`config.mk`:
```
export PLATFORM = sky130hd
export DESIGN_NAME = periph_bus_bridge
export DESIGN_NICKNAME = d
export VERILOG_FILES = /design/src/rtl/pbridge_pkg.sv /design/src/rtl/slot_decoder.sv /design/src/rtl/bridge_fsm.sv /design/src/rtl/request_capture.sv /design/src/rtl/periph_bus_bridge.sv
export SDC_FILE = /design/constraint.sdc
export NUM_CORES = 1
export LEC_CHECK = 0
export BUFFER_PORTS_ARGS = -buffer_cell sky130_fd_sc_hd__clkbuf_2
export CAP_MARGIN = 20
export CORE_MARGIN = 4
export CORE_UTILIZATION = 46
export CTS_CLUSTER_DIAMETER = 150
export DETAILED_ROUTE_END_ITERATION = 6
export HOLD_SLACK_MARGIN = 0.05
export PLACE_DENSITY = 0.85
export SLEW_MARGIN = 20
export SYNTH_ARGS = -nofsm -noshare
export SYNTH_HDL_FRONTEND = slang
export SYNTH_SLANG_ARGS = --single-unit
```
`constraint.sdc`:
```
create_clock -name clk -period 2.95 [get_ports clk]
set_input_delay 0.295 -clock clk [delete_from_list [all_inputs] [get_ports clk]]
set_output_delay 0.295 -clock clk [all_outputs]
set_load 0.02 [all_outputs]
```
`src/rtl/pbridge_pkg.sv`:
```
package pbridge_pkg;

    typedef enum logic [2:0] {
        ST_IDLE,
        ST_SETUP,
        ST_ACCESS,
        ST_ERR_WAIT,
        ST_ERR_DONE
    } br_state_t;

    localparam logic [1:0] HT_IDLE   = 2'b00;
    localparam logic [1:0] HT_BUSY   = 2'b01;
    localparam logic [1:0] HT_NONSEQ = 2'b10;
    localparam logic [1:0] HT_SEQ    = 2'b11;

endpackage

```
`src/rtl/slot_decoder.sv`:
```
module slot_decoder #(
    parameter int SLOT_W    = 4,
    parameter int NUM_SLOTS = 4
) (
    input  logic [SLOT_W-1:0]    slot_i,
    output logic [NUM_SLOTS-1:0] sel_o,
    output logic                 hit_o
);

    for (genvar g = 0; g < NUM_SLOTS; g++) begin : g_slot
        assign sel_o[g] = (slot_i == SLOT_W'(g));
    end

    assign hit_o = |sel_o;

    // a decode never names two slots at once
    always_comb begin
        p_decode_onehot_r2: assert ($onehot0(sel_o));
    end

endmodule

```
`src/rtl/bridge_fsm.sv`:
```
module bridge_fsm
    import pbridge_pkg::*;
(
    input  logic       clk,
    input  logic       rst_n,
    input  logic       hsel,
    input  logic       hready,
    input  logic [1:0] htrans,
    input  logic       slot_hit,
    input  logic       pready,
    output logic       accept_o,
    output logic       in_setup_o,
    output logic       in_access_o,
    output logic       psel_en_o,
    output logic       penable_o,
    output logic       hreadyout_o,
    output logic       hresp_o
);

    br_state_t state_q;
    br_state_t state_d;
    br_state_t launch;
    logic      can_take;
    logic      valid_req;

    assign valid_req = hsel && hready && ((htrans == HT_NONSEQ) || (htrans == HT_SEQ));
    assign can_take  = (state_q == ST_IDLE) || (state_q == ST_ERR_DONE) ||
                       ((state_q == ST_ACCESS) && pready);
    assign accept_o  = can_take && valid_req;
    assign launch    = slot_hit ? ST_SETUP : ST_ERR_WAIT;

    always_comb begin
        state_d = state_q;
        unique case (state_q)
            ST_IDLE:     state_d = accept_o ? launch : ST_IDLE;
            ST_SETUP:    state_d = ST_ACCESS;
            ST_ACCESS: begin
                if (!pready)        state_d = ST_ACCESS;
                else if (accept_o)  state_d = launch;
                else                state_d = ST_IDLE;
            end
            ST_ERR_WAIT: state_d = ST_ERR_DONE;
            ST_ERR_DONE: state_d = accept_o ? launch : ST_IDLE;
            default:     state_d = ST_IDLE;
        endcase
    end

    always_ff @(posedge clk or negedge rst_n) begin
        if (!rst_n) state_q <= ST_IDLE;
        else        state_q <= state_d;
    end

    always_comb begin
        in_setup_o  = 1'b0;
        in_access_o = 1'b0;
        psel_en_o   = 1'b0;
        penable_o   = 1'b0;
        hreadyout_o = 1'b1;
        hresp_o     = 1'b0;
        unique case (state_q)
            ST_IDLE: begin
            end
            ST_SETUP: begin
                in_setup_o  = 1'b1;
                psel_en_o   = 1'b1;
                hreadyout_o = 1'b0;
            end
            ST_ACCESS: begin
                in_access_o = 1'b1;
                psel_en_o   = 1'b1;
                penable_o   = 1'b1;
                hreadyout_o = pready;
            end
            ST_ERR_WAIT: begin
                hreadyout_o = 1'b0;
                hresp_o     = 1'b1;
            end
            ST_ERR_DONE: begin
                hresp_o     = 1'b1;
            end
            default: begin
            end
        endcase
    end

    // first error cycle is always followed by the releasing one
    p_err_pair_r8: assert property (@(posedge clk) disable iff (!rst_n)
        (hresp_o && !hreadyout_o) |=> (hresp_o && hreadyout_o));

    // the releasing error cycle never repeats itself
    p_err_release_r8: assert property (@(posedge clk) disable iff (!rst_n)
        (hresp_o && hreadyout_o) |=> !(hresp_o && hreadyout_o));

endmodule

```
`src/rtl/request_capture.sv`:
```
module request_capture #(
    parameter int OFF_W     = 12,
    parameter int DATA_W    = 32,
    parameter int NUM_SLOTS = 4
) (
    input  logic                 clk,
    input  logic                 rst_n,
    input  logic                 accept,
    input  logic                 in_setup,
    input  logic [OFF_W-1:0]     offset_i,
    input  logic                 write_i,
    input  logic [NUM_SLOTS-1:0] sel_i,
    input  logic [DATA_W-1:0]    wdata_i,
    output logic [OFF_W-1:0]     offset_o,
    output logic                 write_o,
    output logic [NUM_SLOTS-1:0] sel_o,
    output logic [DATA_W-1:0]    wdata_o
);

    logic [DATA_W-1:0] wdata_q;

    always_ff @(posedge clk or negedge rst_n) begin
        if (!rst_n) begin
            offset_o <= '0;
            write_o  <= 1'b0;
            sel_o    <= '0;
        end else if (accept) begin
            offset_o <= offset_i;
            write_o  <= write_i;
            sel_o    <= sel_i;
        end
    end

    always_ff @(posedge clk or negedge rst_n) begin
        if (!rst_n)                    wdata_q <= '0;
        else if (in_setup && write_o)  wdata_q <= wdata_i;
    end

    // Setup cycle forwards the data phase value; access phase replays the held copy.
    assign wdata_o = in_setup ? wdata_i : wdata_q;

endmodule

```
`src/rtl/periph_bus_bridge.sv`:
```
module periph_bus_bridge #(
    parameter int DATA_W    = 32,
    parameter int SLOT_LSB  = 12,
    parameter int SLOT_W    = 4,
    parameter int NUM_SLOTS = 4
) (
    input  logic                 clk,
    input  logic                 rst_n,
    input  logic                 ahb_sel,
    input  logic [SLOT_LSB+SLOT_W-1:0] ahb_addr,
    input  logic [1:0]           ahb_trans,
    input  logic                 ahb_write,
    input  logic [DATA_W-1:0]    ahb_wdata,
    input  logic                 ahb_ready_in,
    output logic                 ahb_readyout,
    output logic                 ahb_resp,
    output logic [DATA_W-1:0]    ahb_rdata,
    output logic [SLOT_LSB-1:0]  apb_addr,
    output logic [NUM_SLOTS-1:0] apb_sel,
    output logic                 apb_enable,
    output logic                 apb_write,
    output logic [DATA_W-1:0]    apb_wdata,
    input  logic [DATA_W-1:0]    apb_rdata,
    input  logic                 apb_ready
);

    localparam int OFF_W = SLOT_LSB;
    localparam int WIN_W = SLOT_LSB + SLOT_W;

    logic [NUM_SLOTS-1:0] dec_sel;
    logic                 dec_hit;
    logic [NUM_SLOTS-1:0] sel_q;
    logic                 accept;
    logic                 in_setup;
    logic                 in_access;
    logic                 psel_en;

    slot_decoder #(
        .SLOT_W    (SLOT_W),
        .NUM_SLOTS (NUM_SLOTS)
    ) u_dec (
        .slot_i (ahb_addr[WIN_W-1:SLOT_LSB]),
        .sel_o  (dec_sel),
        .hit_o  (dec_hit)
    );

    bridge_fsm u_fsm (
        .clk         (clk),
        .rst_n       (rst_n),
        .hsel        (ahb_sel),
        .hready      (ahb_ready_in),
        .htrans      (ahb_trans),
        .slot_hit    (dec_hit),
        .pready      (apb_ready),
        .accept_o    (accept),
        .in_setup_o  (in_setup),
        .in_access_o (in_access),
        .psel_en_o   (psel_en),
        .penable_o   (apb_enable),
        .hreadyout_o (ahb_readyout),
        .hresp_o     (ahb_resp)
    );

    request_capture #(
        .OFF_W     (OFF_W),
        .DATA_W    (DATA_W),
        .NUM_SLOTS (NUM_SLOTS)
    ) u_cap (
        .clk      (clk),
        .rst_n    (rst_n),
        .accept   (accept),
        .in_setup (in_setup),
        .offset_i (ahb_addr[OFF_W-1:0]),
        .write_i  (ahb_write),
        .sel_i    (dec_sel),
        .wdata_i  (ahb_wdata),
        .offset_o (apb_addr),
        .write_o  (apb_write),
        .sel_o    (sel_q),
        .wdata_o  (apb_wdata)
    );

    assign apb_sel   = psel_en ? sel_q : '0;
    assign ahb_rdata = (in_access && !apb_write) ? apb_rdata : '0;

    // never more than one peripheral selected
    p_single_sel_r2: assert property (@(posedge clk) disable iff (!rst_n)
        $onehot0(apb_sel));

    // a setup cycle is always preceded by a valid request
    p_start_needs_valid_r1: assert property (@(posedge clk) disable iff (!rst_n)
        (|apb_sel && !apb_enable) |-> $past(ahb_sel && ahb_ready_in && ahb_trans[1]));

    // offset in setup equals the low bits of the accepted address
    p_offset_pass_r3: assert property (@(posedge clk) disable iff (!rst_n)
        (|apb_sel && !apb_enable) |-> (apb_addr == $past(ahb_addr[OFF_W-1:0])));

    // setup is followed by access on the same line
    p_setup_to_access_r5: assert property (@(posedge clk) disable iff (!rst_n)
        (|apb_sel && !apb_enable) |=> (apb_enable && $stable(apb_sel)));

    // access phase holds everything while the peripheral stalls
    p_access_hold_r5: assert property (@(posedge clk) disable iff (!rst_n)
        (apb_enable && !apb_ready) |=> (apb_enable && $stable(apb_sel) &&
            $stable(apb_addr) && $stable(apb_write) && $stable(apb_wdata)));

    // enable only ever accompanies a select
    p_enable_with_sel_r5: assert property (@(posedge clk) disable iff (!rst_n)
        apb_enable |-> (|apb_sel));

    // main bus waits until the peripheral finishes
    p_wait_during_xfer_r7: assert property (@(posedge clk) disable iff (!rst_n)
        (|apb_sel && !(apb_enable && apb_ready)) |-> !ahb_readyout);

    // an error reply never selects a peripheral
    p_no_sel_on_err_r8: assert property (@(posedge clk) disable iff (!rst_n)
        ahb_resp |-> (apb_sel == '0));

    // a completed access is never followed directly by another enable
    p_no_enable_after_done_r9: assert property (@(posedge clk) disable iff (!rst_n)
        (apb_enable && apb_ready) |=> !apb_enable);

endmodule

```
Word-level counts from Yosys, hierarchy flattened
Cells that the tools add are included.

cells by class
  eq/ne operators = 9
  mux-type cells = 12
  reduce and logical (&&, ||, !) cells = 17

operators with widths
  cell                                                              number
  32-bit 2-to-1 mux                                                 2
  3-bit one-hot mux with 4 select lines                             1
  4-bit by 2-bit == test with 1-bit output (second input constant)  2
  2-bit OR reduction                                                4
  3-bit by 2-bit == test with 1-bit output (second input constant)  2
  1-bit logical AND                                                 6
  3-bit 2-to-1 mux                                                  2
  2-bit == test (second input constant)                             2
  4-bit by 1-bit == test with 1-bit output (second input constant)  1
  4-bit zero test                                                   1
  1-bit 2-to-1 mux                                                  4
  4-bit 2-to-1 mux                                                  1
  4-bit OR reduction                                                1
  3-bit by 1-bit == test with 1-bit output (second input constant)  1
  3-bit == test (second input constant)                             1
  3-bit zero test                                                   1
  1-bit logical OR                                                  3
  2-bit 2-to-1 mux                                                  1
  1-bit one-hot mux with 2 select lines                             1
  1-bit zero test                                                   1

storage, ports and cells
  bits in registers = 52
  input port bits = 88
  output and inout bits = 84
  logic and storage cells = 43

Depth between registers and ports, before layout
  depth after elaboration = 7
  gate-level depth with buffers = 6

Modules after synthesis
From an unflattened synthesis, not the netlist that was laid out.

unflattened totals
  cell total of the unflattened synthesis = 207
  area total of the unflattened synthesis = 2950.3 µm²

by module, submodules not included
  module             times used  cells an instance  area each (µm²)
  request_capture    1           140                2336.0
  periph_bus_bridge  1           42                 382.9
  bridge_fsm         1           20                 191.4
  slot_decoder       1           5                  40.0

Worst setup path before layout
Ideal clock, no wire load.

  kind = register to output
  start point = register u_fsm.state_q[1]
  end point = output ahb_rdata[10]
  data arrival time = 1815 ps
  data required time = 2655 ps
  setup slack = 840 ps
  stages on the path, launching flop included = 6
  path buffers = 2
  path through = dfrtp_1 > buf_2 > nor3b_1 > and2b_1 > clkbuf_1 > and2_1

on the way
  word-level cells in the longest chain between the ends = 4

ends and longest elaborated chain
  item                                      line                     RTL
  start, declared                           bridge_fsm.sv:20         br_state_t state_q;
  start signal, assigned                    bridge_fsm.sv:50         else state_q <= state_d;
  3-bit by 2-bit == test with 1-bit output  -
  1-bit 2-to-1 mux                          -
  named net apb_enable                      periph_bus_bridge.sv:20  output logic apb_enable,
  1-bit logical AND                         periph_bus_bridge.sv:84  assign ahb_rdata = (in_access && !apb_write) ? apb_rdata : '0;
  32-bit 2-to-1 mux                         periph_bus_bridge.sv:84
  end, declared                             periph_bus_bridge.sv:17  output logic [DATA_W-1:0] ahb_rdata,

The timed path passes the listed nets, and every way through them passes these cells.

Worst setup path after layout
  start point = register u_fsm.state_q[1]
  end point = output ahb_rdata[3]

on the way
  word-level cells in the longest chain between the ends = 4

ends and longest elaborated chain
  item                                      line                     RTL
  3-bit by 2-bit == test with 1-bit output  bridge_fsm.sv:60         unique case (state_q)
  1-bit 2-to-1 mux                          bridge_fsm.sv:60
  1-bit logical AND                         periph_bus_bridge.sv:84
  32-bit 2-to-1 mux                         periph_bus_bridge.sv:84

No other way between the ends.

==> metrics.md <==
| Metric | Value |
|---|---|
| H-tree Lvls | 2 |
| Count of final setup violators | 0 |
| Total track usage | 0.185 |
| Antenna Violating Nets Remaining | 0 |
| Total vias in the final route | roughly 2.2k |
| Worst EP arrival | 2110 ps |
| Outcome | finished, final reports clean |
| Worst path cell trace | nor3b_1 > and2b_1 > and2_1 > clkbuf_2 |
| Number of antenna violations at the first check in global routing | 0 |
| Clock share of power | 0.165 |
| Number of buffers added by the clock tree synthesis step | 5 |
| Post-synthesis net count | just under 300 |
| Top fanout value on the critical path | 32 |
| Adder-cell share of the synthesized area | 0 |
| Number of warning messages in the yosys log | 0 |
| Compound-gate portion of the synthesized area | 0.0172 |
| Rel. slew slack | 0.564 |
| Worst reg2reg path startpoint | u_fsm.state_q[0]$_DFF_PN0_ |
| Top library cells by usage in the layout, fill and taps aside | clkbuf_2 (170), dfrtp_1 (52), mux2_2 (42), and2_1 (37), mux2_1 (30) |
| Net switching power | between 1 and 1.5 mW |
| Post-cts gate resize count | 0 |
| Int Pwr | 1.82 mW |
| Number of hold-slack violations in the final timing report | 0 |
| Gate count after technology mapping | slightly above 200 |
| Cts-stage hold buffer count | 0 |
| Post-Synthesis Mean Instance Area | approximately 13 um2 |
| Crit end category | output pin |
| Pleak | 1.99 nW |
| Die Footprint | 7310 um2 |
| Register bit count reported by yosys | 52 |
| Required time of the critical path | 2650 ps |
| Sink Count | 52 |
| Net Sw Frac | 0.373 |
| Critical path depth in cells | 4 |
| Maximum number of pins on one net before global-route repair | 53 |
| Slowest stage cell, crit path | and2b_1 |
| DR WL/cell | approximately 15 um |
| Cell family with the largest share of critical-path delay | simple AND/OR/NAND/NOR gates |
| I/O Buffers | 170 |
| HPWL Detailed | ~5400 um |
| Critical Path Start | u_fsm.state_q[1]$_DFF_PN0_ |
| Final TNS setup | 0 ps |
| I/O pin count | between 150 and 200 |
| Min Tclk post-route | approximately 2400 ps |
| Final-stage net count | around 460 |
| CORE AREA | between 5000 and 6000 um2 |
| Post-Layout Cell Count | about 450 |
| Layout cells sized above 1 | 0.632 |
| Number of buffers on the longest clock path | 2 |
| Die outline width | roughly 85 um |
| Routability cong. | 0.770 |
| Clk Latency, worst-skew pair | just under 300 ps |
| Final-layout fill cell count | between 400 and 500 |
| Worst r2r path cells | 4 |
| Worst clock skew | around 10 ps |
| Maximum VDD drop | 488 uV |
| Multiplexer fraction of the synthesized cell area | 0.342 |
| Area contributors post-synth | dfrtp_1 (47%), mux2_2 (17%), mux2_1 (12%) |
| Total global routing overflow | 0 |
| Simple-gate area share of the yosys netlist | 0.126 |
| Worst Path Class, Setup | register to output pin |
| Site row count | 27 |
| Fraction of the yosys area taken by sequential cells | 0.471 |
| Drc violations | 0 |
| Share of the synthesized area in the top cell type | 0.471 |
| Final clock period utilization by the worst path | 0.815 |
| Pwr/cell area | just under 800 nW/um2 |
| Clock slew at reported path FFs | approximately 90 ps |
| Largest incremental delay on the critical path | around 580 ps |
| Top cell type by total area after synthesis | dfrtp_1 |
| Setup repair after global routing missed its margin | false |
| Master cell of the clock root buffer | clkbuf_8 |
| Class of the tightest hold or removal check | input port to async pin |
| Total instance count after detailed placement | 439 |
| Count of distinct cell types in the synthesized netlist | 27 |
| Initial core utilization | 0.487 |
| Y dimension of the die | around 85 um |
| Main combinational cell family by area after synthesis | multiplexers |
| Area share of xor/xnor cells in the synthesized design | 0.00317 |
| Global-route wire length before repair | 10900 um |
| Max-cap violations | 0 |
| Vias in the first global route | 2312 |
| Number of search-and-repair iterations in the first detailed-routing pass | 4 |
| Critical Path Source Type | register |
| TritonCTS clock tree | built |
| Number of vias per cell after detailed routing | around 4.9 |
| Ant. Diodes | 0 |
| Setup Buffers After CTS | 0 |
| Part of the power in combinational logic | 0.454 |
| Pin slew with the least headroom to its limit | between 600 and 700 ps |
| Worst hold margin | around 110 ps |
| Final max-slew violation count | 0 |
| Post-Synthesis Cell Area | 2760 um2 |
| Fmax | approximately 420 MHz |
| Drt first-iter violations | 47 |
| Commonest non-fill, non-tap cell in the layout | clkbuf_2 |
| Layout-stage area growth over the synthesis result | 35.3% |
| Drt total wl | 6660 um |
| Relative contribution of sequential cells to total power | 0.381 |
| Worst path bufs/invs | 1 |
[registers in the layout, indices dropped and copies added, names as in the netlist]
| register | count |
|---|---|
| u_cap.wdata_q | 32 |
| u_cap.write_o | 1 |
| u_fsm.state_q | 3 |
| u_cap.offset_o | 12 |
| u_cap.sel_o | 4 |
[cell families (layout without fill, tap and decap cells)]
family | Yosys count | count (layout)
AO/OA/AOI/OAI | 5 | 5
XOR/XNOR | 1 | 1
buffers and inverters | 15 | 183
flip-flops | 52 | 52
multiplexers | 81 | 81
AND/OR/NAND/NOR | 53 | 53
[routing by layer]
metal | global-route usage | vias up | share of wire
met5 | 0 | - | 0
met4 | 0.0547 | 0 | 0.0090
met3 | 0.0480 | 4 | 0.089
met2 | 0.352 | 92 | 0.56
met1 | 0.200 | 1042 | 0.35
li1 | - | 1045 | -
[area by class of cell]
| cell class | instances | area, um2 | share of cell area |
|---|---|---|---|
| flip-flops and latches | 52 | 1300 | 0.348 |
| well taps | 72 | 90.1 | 0.0241 |
| multi-input cells | 140 | 1350 | 0.361 |
| clock inverters | 3 | 42.5 | 0.0114 |
| clock buffers | 5 | 68.8 | 0.0184 |
| inverters | 1 | 3.75 | 0.00100 |
| repair buffers | 174 | 881 | 0.236 |
[Yosys cell counts]
library cell  number
buf_6              4
mux2_4             9
and2_1            37
inv_1              1
a21oi_1            1
nand2b_4           1
clkbuf_1           3
nor2_1             4
buf_4              2
a211o_1            1
mux2_1            30
buf_2              4
buf_8              1
nor4_1             2
nor3b_4            1
or2_2              1
dfrtp_1           52
a211oi_4           1
and3_1             1
a21o_1             1
nand3_1            1
xnor2_1            1
nor3b_1            2
and2b_1            1
nor4b_1            2
o22ai_1            1
mux2_2            42
[power by group through the flow]
stage	registers, mW	logic, mW	clock network, mW
global route	1.15	1.43	0.534
global placement	1.10	1.31	0
detailed placement	1.12	1.34	0
finish	1.11	1.32	0.479
CTS	1.11	1.34	0.496
floorplan	1.13	0.864	0
[worst paths after layout]
| check | endpoint | slack, ps |
|---|---|---|
| worst min register to register | u_cap.wdata_q[13]$_DFFE_PN0P_ | 490 |
| worst max register to register | u_cap.wdata_q[1]$_DFFE_PN0P_ | 1100 |
| min in group clk | u_cap.wdata_q[31]$_DFFE_PN0P_ | 220 |
| max in group asynchronous | u_cap.wdata_q[19]$_DFFE_PN0P_ | 2400 |
| worst min-delay path | u_cap.wdata_q[29]$_DFFE_PN0P_ | 110 |
| worst max-delay path | ahb_rdata[3] | 550 |
[worst register-to-register path, stage by stage (launching register included)]
cell     delay (ps)
dfrtp_1         550
nor3b_4         270
and2_1          150
buf_4           370
mux2_2          410
[stage by stage]
| stage | util | instance area (um2) | power (mW) | setup slack (ps) |
|---|---|---|---|---|
| 6_report | 0.659 | 3740 | 2.90 | 547 |
| 5_1_grt | 0.659 | 3740 | 3.11 | 292 |
| 4_1_cts | 0.659 | 3740 | 2.95 | 537 |
| 3_5_place_dp | 0.639 | 3630 | 2.46 | 880 |
| 3_3_place_gp | 0.639 | 3630 | 2.40 | 906 |
| 2_1_floorplan | - | 2760 | 2.00 | 840 |
Power figures use the tool's default switching activity.
